===== src/rtl/pet_pkg.sv =====
package pet_pkg;
  localparam int EVT_CH = 8;
  localparam int TSK_CH = 8;
  localparam int CH_W   = $clog2(TSK_CH);
  localparam int SEL_W  = 5;
  localparam int ADDR_W = 6;
  localparam int DATA_W = 32;
  localparam int PINS_PER_WORD = 4;

  localparam logic [2:0] EVT_PAGE = 3'b000;
  localparam logic [2:0] TSK_PAGE = 3'b010;

  typedef struct packed {
    logic             en;
    logic [SEL_W-1:0] sel;
  } evt_cfg_t;

  typedef struct packed {
    logic [CH_W-1:0] ch;
    logic            en;
  } tsk_cfg_t;
endpackage


===== src/rtl/pet_sync.sv =====
module pet_sync #(
  parameter int W = 16
) (
  input  logic         clk,
  input  logic         rst_n,
  input  logic [W-1:0] d,
  output logic [W-1:0] q
);
  logic [W-1:0] meta_q;

  always_ff @(posedge clk or negedge rst_n) begin
    if (!rst_n) begin
      meta_q <= '0;
      q      <= '0;
    end else begin
      meta_q <= d;
      q      <= meta_q;
    end
  end
endmodule


===== src/rtl/pet_evt_chan.sv =====
module pet_evt_chan
  import pet_pkg::*;
#(
  parameter int NUM_PINS = 16
) (
  input  logic                clk,
  input  logic                rst_n,
  input  logic [NUM_PINS-1:0] pin_lvl,
  input  evt_cfg_t            cfg,
  output logic                rise,
  output logic                fall,
  output logic                any
);
  logic cur;
  logic prev_q;
  logic rise_d, fall_d, any_d;

  always_comb begin
    cur = 1'b0;
    for (int i = 0; i < NUM_PINS; i++) begin
      if (cfg.sel == SEL_W'(i)) cur = pin_lvl[i];
    end
  end

  always_comb begin
    rise_d = cfg.en & cur & ~prev_q;
    fall_d = cfg.en & ~cur & prev_q;
    any_d  = cfg.en & (cur ^ prev_q);
  end

  always_ff @(posedge clk or negedge rst_n) begin
    if (!rst_n) begin
      prev_q <= 1'b0;
      rise   <= 1'b0;
      fall   <= 1'b0;
      any    <= 1'b0;
    end else begin
      prev_q <= cur;
      rise   <= rise_d;
      fall   <= fall_d;
      any    <= any_d;
    end
  end

  AST_EVT_GATED: assert property (@(posedge clk) disable iff (!rst_n)
    !cfg.en |=> !(rise || fall || any));
  AST_EDGE_EXCL: assert property (@(posedge clk) disable iff (!rst_n)
    !(rise && fall));
  AST_RISE_ONE_CYCLE: assert property (@(posedge clk) disable iff (!rst_n)
    rise |=> !rise);
  AST_FALL_ONE_CYCLE: assert property (@(posedge clk) disable iff (!rst_n)
    fall |=> !fall);
endmodule


===== src/rtl/pet_task_pin.sv =====
module pet_task_pin
  import pet_pkg::*;
(
  input  logic              clk,
  input  logic              rst_n,
  input  tsk_cfg_t          cfg,
  input  logic [TSK_CH-1:0] task_set,
  input  logic [TSK_CH-1:0] task_clr,
  input  logic [TSK_CH-1:0] task_tog,
  output logic              lvl
);
  logic s, c, t;
  logic lvl_d;
  logic lvl_en;

  always_comb begin
    s = task_set[cfg.ch];
    c = task_clr[cfg.ch];
    t = task_tog[cfg.ch];
    lvl_en = cfg.en & (s | c | t);
    if (s)      lvl_d = 1'b1;
    else if (c) lvl_d = 1'b0;
    else        lvl_d = ~lvl;
  end

  always_ff @(posedge clk or negedge rst_n) begin
    if (!rst_n)      lvl <= 1'b0;
    else if (lvl_en) lvl <= lvl_d;
  end

  AST_SET_WINS: assert property (@(posedge clk) disable iff (!rst_n)
    (cfg.en && task_set[cfg.ch]) |=> lvl);
  AST_CLR_OVER_TOG: assert property (@(posedge clk) disable iff (!rst_n)
    (cfg.en && !task_set[cfg.ch] && task_clr[cfg.ch]) |=> !lvl);
  AST_TOG_FLIPS: assert property (@(posedge clk) disable iff (!rst_n)
    (cfg.en && !task_set[cfg.ch] && !task_clr[cfg.ch] && task_tog[cfg.ch])
      |=> (lvl != $past(lvl)));
  AST_HOLD_DISABLED: assert property (@(posedge clk) disable iff (!rst_n)
    !cfg.en |=> $stable(lvl));
endmodule


===== src/rtl/pin_event_task_unit.sv =====
module pin_event_task_unit
  import pet_pkg::*;
#(
  parameter int NUM_PINS = 16
) (
  input  logic                clk,
  input  logic                rst_n,
  input  logic                reg_we,
  input  logic [5:0]          reg_addr,
  input  logic [31:0]         reg_wdata,
  output logic [31:0]         reg_rdata,
  input  logic [NUM_PINS-1:0] pin_in,
  output logic [7:0]          evt_rise,
  output logic [7:0]          evt_fall,
  output logic [7:0]          evt_any,
  input  logic [7:0]          task_set,
  input  logic [7:0]          task_clr,
  input  logic [7:0]          task_tog,
  output logic [NUM_PINS-1:0] pin_out
);
  localparam int NUM_WORDS = NUM_PINS / PINS_PER_WORD;

  logic rst_q1, rst_i;
  always_ff @(posedge clk or negedge rst_n) begin
    if (!rst_n) begin
      rst_q1 <= 1'b0;
      rst_i  <= 1'b0;
    end else begin
      rst_q1 <= 1'b1;
      rst_i  <= rst_q1;
    end
  end

  logic [NUM_PINS-1:0] pin_sync;
  pet_sync #(.W(NUM_PINS)) u_sync (
    .clk   (clk),
    .rst_n (rst_i),
    .d     (pin_in),
    .q     (pin_sync)
  );

  evt_cfg_t evt_cfg_q [EVT_CH];
  evt_cfg_t evt_cfg_d [EVT_CH];
  tsk_cfg_t tsk_cfg_q [NUM_PINS];
  tsk_cfg_t tsk_cfg_d [NUM_PINS];

  logic [2:0] page;
  logic [2:0] idx;
  logic       evt_hit, tsk_hit;
  logic       unused_wdata;

  assign page = reg_addr[5:3];
  assign idx  = reg_addr[2:0];
  assign unused_wdata = ^reg_wdata;

  always_comb begin
    evt_hit = reg_we && (page == EVT_PAGE);
    tsk_hit = reg_we && (page == TSK_PAGE);
    for (int c = 0; c < EVT_CH; c++) evt_cfg_d[c] = evt_cfg_q[c];
    for (int p = 0; p < NUM_PINS; p++) tsk_cfg_d[p] = tsk_cfg_q[p];
    if (evt_hit) begin
      evt_cfg_d[idx].en  = reg_wdata[8];
      evt_cfg_d[idx].sel = reg_wdata[SEL_W-1:0];
    end
    for (int p = 0; p < NUM_PINS; p++) begin
      if (tsk_hit && (idx == 3'(p / PINS_PER_WORD))) begin
        tsk_cfg_d[p].en = reg_wdata[8*(p%PINS_PER_WORD)];
        tsk_cfg_d[p].ch = reg_wdata[8*(p%PINS_PER_WORD)+1 +: CH_W];
      end
    end
  end

  always_ff @(posedge clk or negedge rst_i) begin
    if (!rst_i) begin
      for (int c = 0; c < EVT_CH; c++) evt_cfg_q[c] <= '0;
      for (int p = 0; p < NUM_PINS; p++) tsk_cfg_q[p] <= '0;
    end else begin
      for (int c = 0; c < EVT_CH; c++) evt_cfg_q[c] <= evt_cfg_d[c];
      for (int p = 0; p < NUM_PINS; p++) tsk_cfg_q[p] <= tsk_cfg_d[p];
    end
  end

  always_comb begin
    reg_rdata = '0;
    if (page == EVT_PAGE) begin
      reg_rdata[8]         = evt_cfg_q[idx].en;
      reg_rdata[SEL_W-1:0] = evt_cfg_q[idx].sel;
    end else if (page == TSK_PAGE) begin
      for (int p = 0; p < NUM_PINS; p++) begin
        if (idx == 3'(p / PINS_PER_WORD)) begin
          reg_rdata[8*(p%PINS_PER_WORD)]            = tsk_cfg_q[p].en;
          reg_rdata[8*(p%PINS_PER_WORD)+1 +: CH_W]  = tsk_cfg_q[p].ch;
        end
      end
    end
  end

  for (genvar c = 0; c < EVT_CH; c++) begin : gen_evt
    pet_evt_chan #(.NUM_PINS(NUM_PINS)) u_chan (
      .clk     (clk),
      .rst_n   (rst_i),
      .pin_lvl (pin_sync),
      .cfg     (evt_cfg_q[c]),
      .rise    (evt_rise[c]),
      .fall    (evt_fall[c]),
      .any     (evt_any[c])
    );
  end

  for (genvar p = 0; p < NUM_PINS; p++) begin : gen_pin
    pet_task_pin u_pin (
      .clk      (clk),
      .rst_n    (rst_i),
      .cfg      (tsk_cfg_q[p]),
      .task_set (task_set),
      .task_clr (task_clr),
      .task_tog (task_tog),
      .lvl      (pin_out[p])
    );
  end

  AST_EVT_WRITE_LANDS: assert property (@(posedge clk) disable iff (!rst_i)
    (reg_we && page == EVT_PAGE) |=> (evt_cfg_q[$past(idx)].sel == $past(reg_wdata[SEL_W-1:0])));
  AST_ANY_MATCHES: assert property (@(posedge clk) disable iff (!rst_i)
    (evt_any == (evt_rise | evt_fall)));
  AST_WORDS_FIT: assert property (@(posedge clk) disable iff (!rst_i)
    (NUM_WORDS <= 8) && (NUM_PINS <= 32));
endmodule


===== config.mk =====
export PLATFORM = sky130hd
export DESIGN_NAME = pin_event_task_unit
export DESIGN_NICKNAME = d
export VERILOG_FILES = /design/src/rtl/pet_pkg.sv /design/src/rtl/pet_sync.sv /design/src/rtl/pet_evt_chan.sv /design/src/rtl/pet_task_pin.sv /design/src/rtl/pin_event_task_unit.sv
export SDC_FILE = /design/constraint.sdc
export NUM_CORES = 1
export LEC_CHECK = 0
export BUFFER_PORTS_ARGS = -buffer_cell sky130_fd_sc_hd__buf_2
export CAP_MARGIN = 25
export CELL_PAD_IN_SITES_DETAIL_PLACEMENT = 1
export CELL_PAD_IN_SITES_GLOBAL_PLACEMENT = 2
export CORE_ASPECT_RATIO = 1.1
export CORE_UTILIZATION = 30
export DETAILED_ROUTE_END_ITERATION = 8
export PLACE_DENSITY = 0.72
export SLEW_MARGIN = 20
export SYNTH_ARGS = -nofsm -noshare
export SYNTH_HDL_FRONTEND = slang
export SYNTH_SLANG_ARGS = --single-unit

===== constraint.sdc =====
create_clock -name clk -period 5.35 [get_ports clk]
set_clock_uncertainty 0.05 [all_clocks]
set_input_delay 0.535 -clock clk [delete_from_list [all_inputs] [get_ports clk]]
set_output_delay 0.535 -clock clk [all_outputs]
set_load 0.02 [all_outputs]

==> flow_summary.ini <==
[grt]
grt_max_degree = 116
grt_pass1_vias = 9629
antenna_found_initial = 1
grt_pass1_wl_um = 61700
grt-ovfl-total = 0
track_usage = 0.194

[synthesis]
synth-xor-area-share = 0.00205
synthAdderAreaFrac = 0
synth_top_family_by_area = multiplexers
synth-edff-count = 0
syn_area_per_cell_um2 = 12.5
synth_cell_types = 65
syn-instance-count = 1028
synth.ff_latch_count = 194
synthArstFlopShare = 1.00
yosys.area_share.simple = 0.0795
yosysSeqAreaShare = 0.378
ys.flop_type = dfrtp_1
synth-compound-area-share = 0.0869
syn-cell-area_mm2 = 0.0128
yosys-mux-area-fraction = 0.379
yosysWarnings = 0

[sta]
drv_slew = 0
worst_pin_slew_ns = 0.844
rsz0062_at_grt = no
clock.fmax_mhz = 291
fin_setup_tns_ns = 0
setup_viol = 0
final.period_utilization = 0.642
setup_ws_ns = 1.92
finalHoldViolCount = 0
maxSlewHeadroom = 0.436
period_needed_ns = 3.43

[setup_path]
crit_path_end_kind = output pin
worstPathRequired_ns = 4.76
path_class = input port to output pin
critPathArrivalTime_ns = 2.85
start_kind = input port
critPathMaxFanout = 15

[drt]
wl_per_cell_um = 25.2
antenna_left = 0
routed_via_density = 5.63
via_count = 9076
remaining_drc_errors = 0
drtPass1Iterations = 5
routed_wl_um = 40600
drt_iter0_drc = 557

[floorplanning]
core_mm2 = 0.0422
die_y_um = 219
die_w_um = 199
boundaryPins = 153
num_rows = 79
start_util = 0.304
dieArea_mm2 = 0.0436

[cts]
cts_tree = yes
post_cts_resized = 0
h-tree-depth = 4
numCtsBuffers = 17
root_buffer = clkbuf_16
max-clock-path-buffers = 2
cts_sinks = 194
post_cts_buffers = 0
hold_buffers = 1
clkLatencyLatePin_ns = 0.47
cts.reportedPaths.clkPinSlew_ns = 0.07

[pwr]
leakage_nw = 5.77
finalPower_mw = 4.73
peakVddDrop_mv = 0.341
power.density_mw_per_mm2 = 336

[finish]
multi_input_area_mm2 = 0.00708
final_area_mm2 = 0.0141
final_cells = 1612
fillers = 4586
fin_nets = 1113
seq_area_mm2 = 0.00486
drive_gt1_frac = 0.422
syn2layout_area_growth_pct = 9.62
diodes = 0

[run_status]
status = finished, final reports clean

[min_path]
hold_class = input port to register

[place]
pre_cts_ws_ns = 1.79
gp_congestion = 0.800
place_area_mm2 = 0.0134
port_buffers = 122
place_hpwl_um = 27000
place_inst = 1578

[run]
max_cap_violations = 0
routing by layer:
metal | share of wire | GRT usage | vias up
li1 | - | - | 3871
met3 | 0.047 | 0.0323 | 80
met2 | 0.52 | 0.337 | 325
met4 | 0.030 | 0.0746 | 2
met1 | 0.41 | 0.238 | 4798
met5 | 0.00030 | 0 | -
cell type report:
class	instances	share of cell area
Clock buffer	18	0.0312
Clock inverter	14	0.0118
Inverter	22	0.00587
Multi-Input combinational cell	665	0.503
Sequential cell	194	0.345
Tap cell	567	0.0504
Timing Repair Buffer	132	0.0518
stage by stage:
| stage | utilization | hold slack, ns |
|---|---|---|
| after floorplan | - | 0.189 |
| after global placement | 0.318 | 0.271 |
| after detailed placement | 0.318 | 0.270 |
| after CTS | 0.333 | 0.0896 |
| after global routing | 0.333 | 0.0963 |
| final | 0.333 | 0.118 |
cell usage after synthesis (all sizes together), types with 11 or more instances:
cell | count | area (um^2)
dfrtp | 194 | 4850
mux2 | 143 | 1610
mux4 | 123 | 2770
buf | 98 | 626
clkbuf | 63 | 239
mux2i | 48 | 480
nor2 | 39 | 159
nor2b | 31 | 194
o21ai | 28 | 140
a211oi | 25 | 193
nand2 | 23 | 86.3
inv | 22 | 82.6
a21oi | 18 | 90.1
nand2b | 14 | 87.6
nand3b | 13 | 97.6
a22o | 12 | 105
nand3 | 12 | 60.1
a221o | 11 | 110
nor3 | 11 | 77.6
o22ai | 11 | 68.8
cell usage in the layout, fill, tap and decap left out, types with 4 or more instances in the layout:
| master | instances |
|---|---|
| and3b_1 | 5 |
| buf_4 | 6 |
| nor3_1 | 9 |
| conb_1 | 16 |
| a211oi_1 | 24 |
| a22o_1 | 12 |
| o22ai_1 | 11 |
| or3_1 | 6 |
| inv_8 | 5 |
| a221o_1 | 11 |
| o311ai_0 | 5 |
| o31ai_1 | 4 |
| clkbuf_16 | 17 |
| and3_1 | 5 |
| inv_1 | 21 |
| nand3b_1 | 13 |
| dfrtp_1 | 193 |
| mux2_2 | 143 |
| mux2i_1 | 48 |
| nand3_1 | 12 |
| a31oi_1 | 5 |
| buf_2 | 122 |
| mux4_2 | 123 |
| nor3b_1 | 6 |
| o21ai_0 | 28 |
| a21oi_1 | 18 |
| nand2b_1 | 14 |
| nor2b_1 | 31 |
| nor2_1 | 36 |
| nand2_1 | 23 |
| a41oi_1 | 5 |
worst max-delay path: stages:
cell	delay, ns
buf_2	0.10
nor3b_1	0.70
nand2_1	0.67
a211oi_1	0.58
buf_2	0.26
cells by family (layout without fill, tap and decap cells):
| logic type | Yosys count | count (layout) |
|---|---|---|
| AO/OA/AOI/OAI | 154 | 154 |
| XOR/XNOR | 3 | 3 |
| buffers and inverters | 183 | 186 |
| flip-flops | 194 | 194 |
| multiplexers | 314 | 314 |
| other | 2 | 16 |
| AND/OR/NAND/NOR | 178 | 178 |
registers in the layout, summed over array words and instances (netlist names):
register and flops:
evt_cfg_q 48, gen_evt.u_chan.any 8, gen_evt.u_chan.fall 8, gen_evt.u_chan.prev_q 8
gen_evt.u_chan.rise 8, gen_pin.u_pin.lvl 16, rst_i 1, rst_q1 1
tsk_cfg_q 64, u_sync.meta_q 16, u_sync.q 16
worst paths after layout:
path | start | slack [ns] | end | cells past startpoint
worst min-delay path | pin_in[4] | 0.12 | u_sync.meta_q[4] | 1
min in group asynchronous | rst_i | 0.19 | u_sync.meta_q[11] | 0
worst min register to register | rst_i | 0.19 | u_sync.meta_q[11] | 0
max in group asynchronous | rst_i | 4.08 | tsk_cfg_q[51] | 1
worst max register to register | evt_cfg_q[18] | 3.08 | gen_evt[4].u_chan.rise | 5
worst max-delay path | reg_addr[3] | 1.92 | reg_rdata[9] | 5
power breakdown:
part,total (mW),switching [mW],internal [mW]
clock,1.34,0.658,0.682
sequential,2.07,0.381,1.69
combinational,1.31,0.609,0.703
total,4.73,1.65,3.08
(Power assumes the default switching activity.)
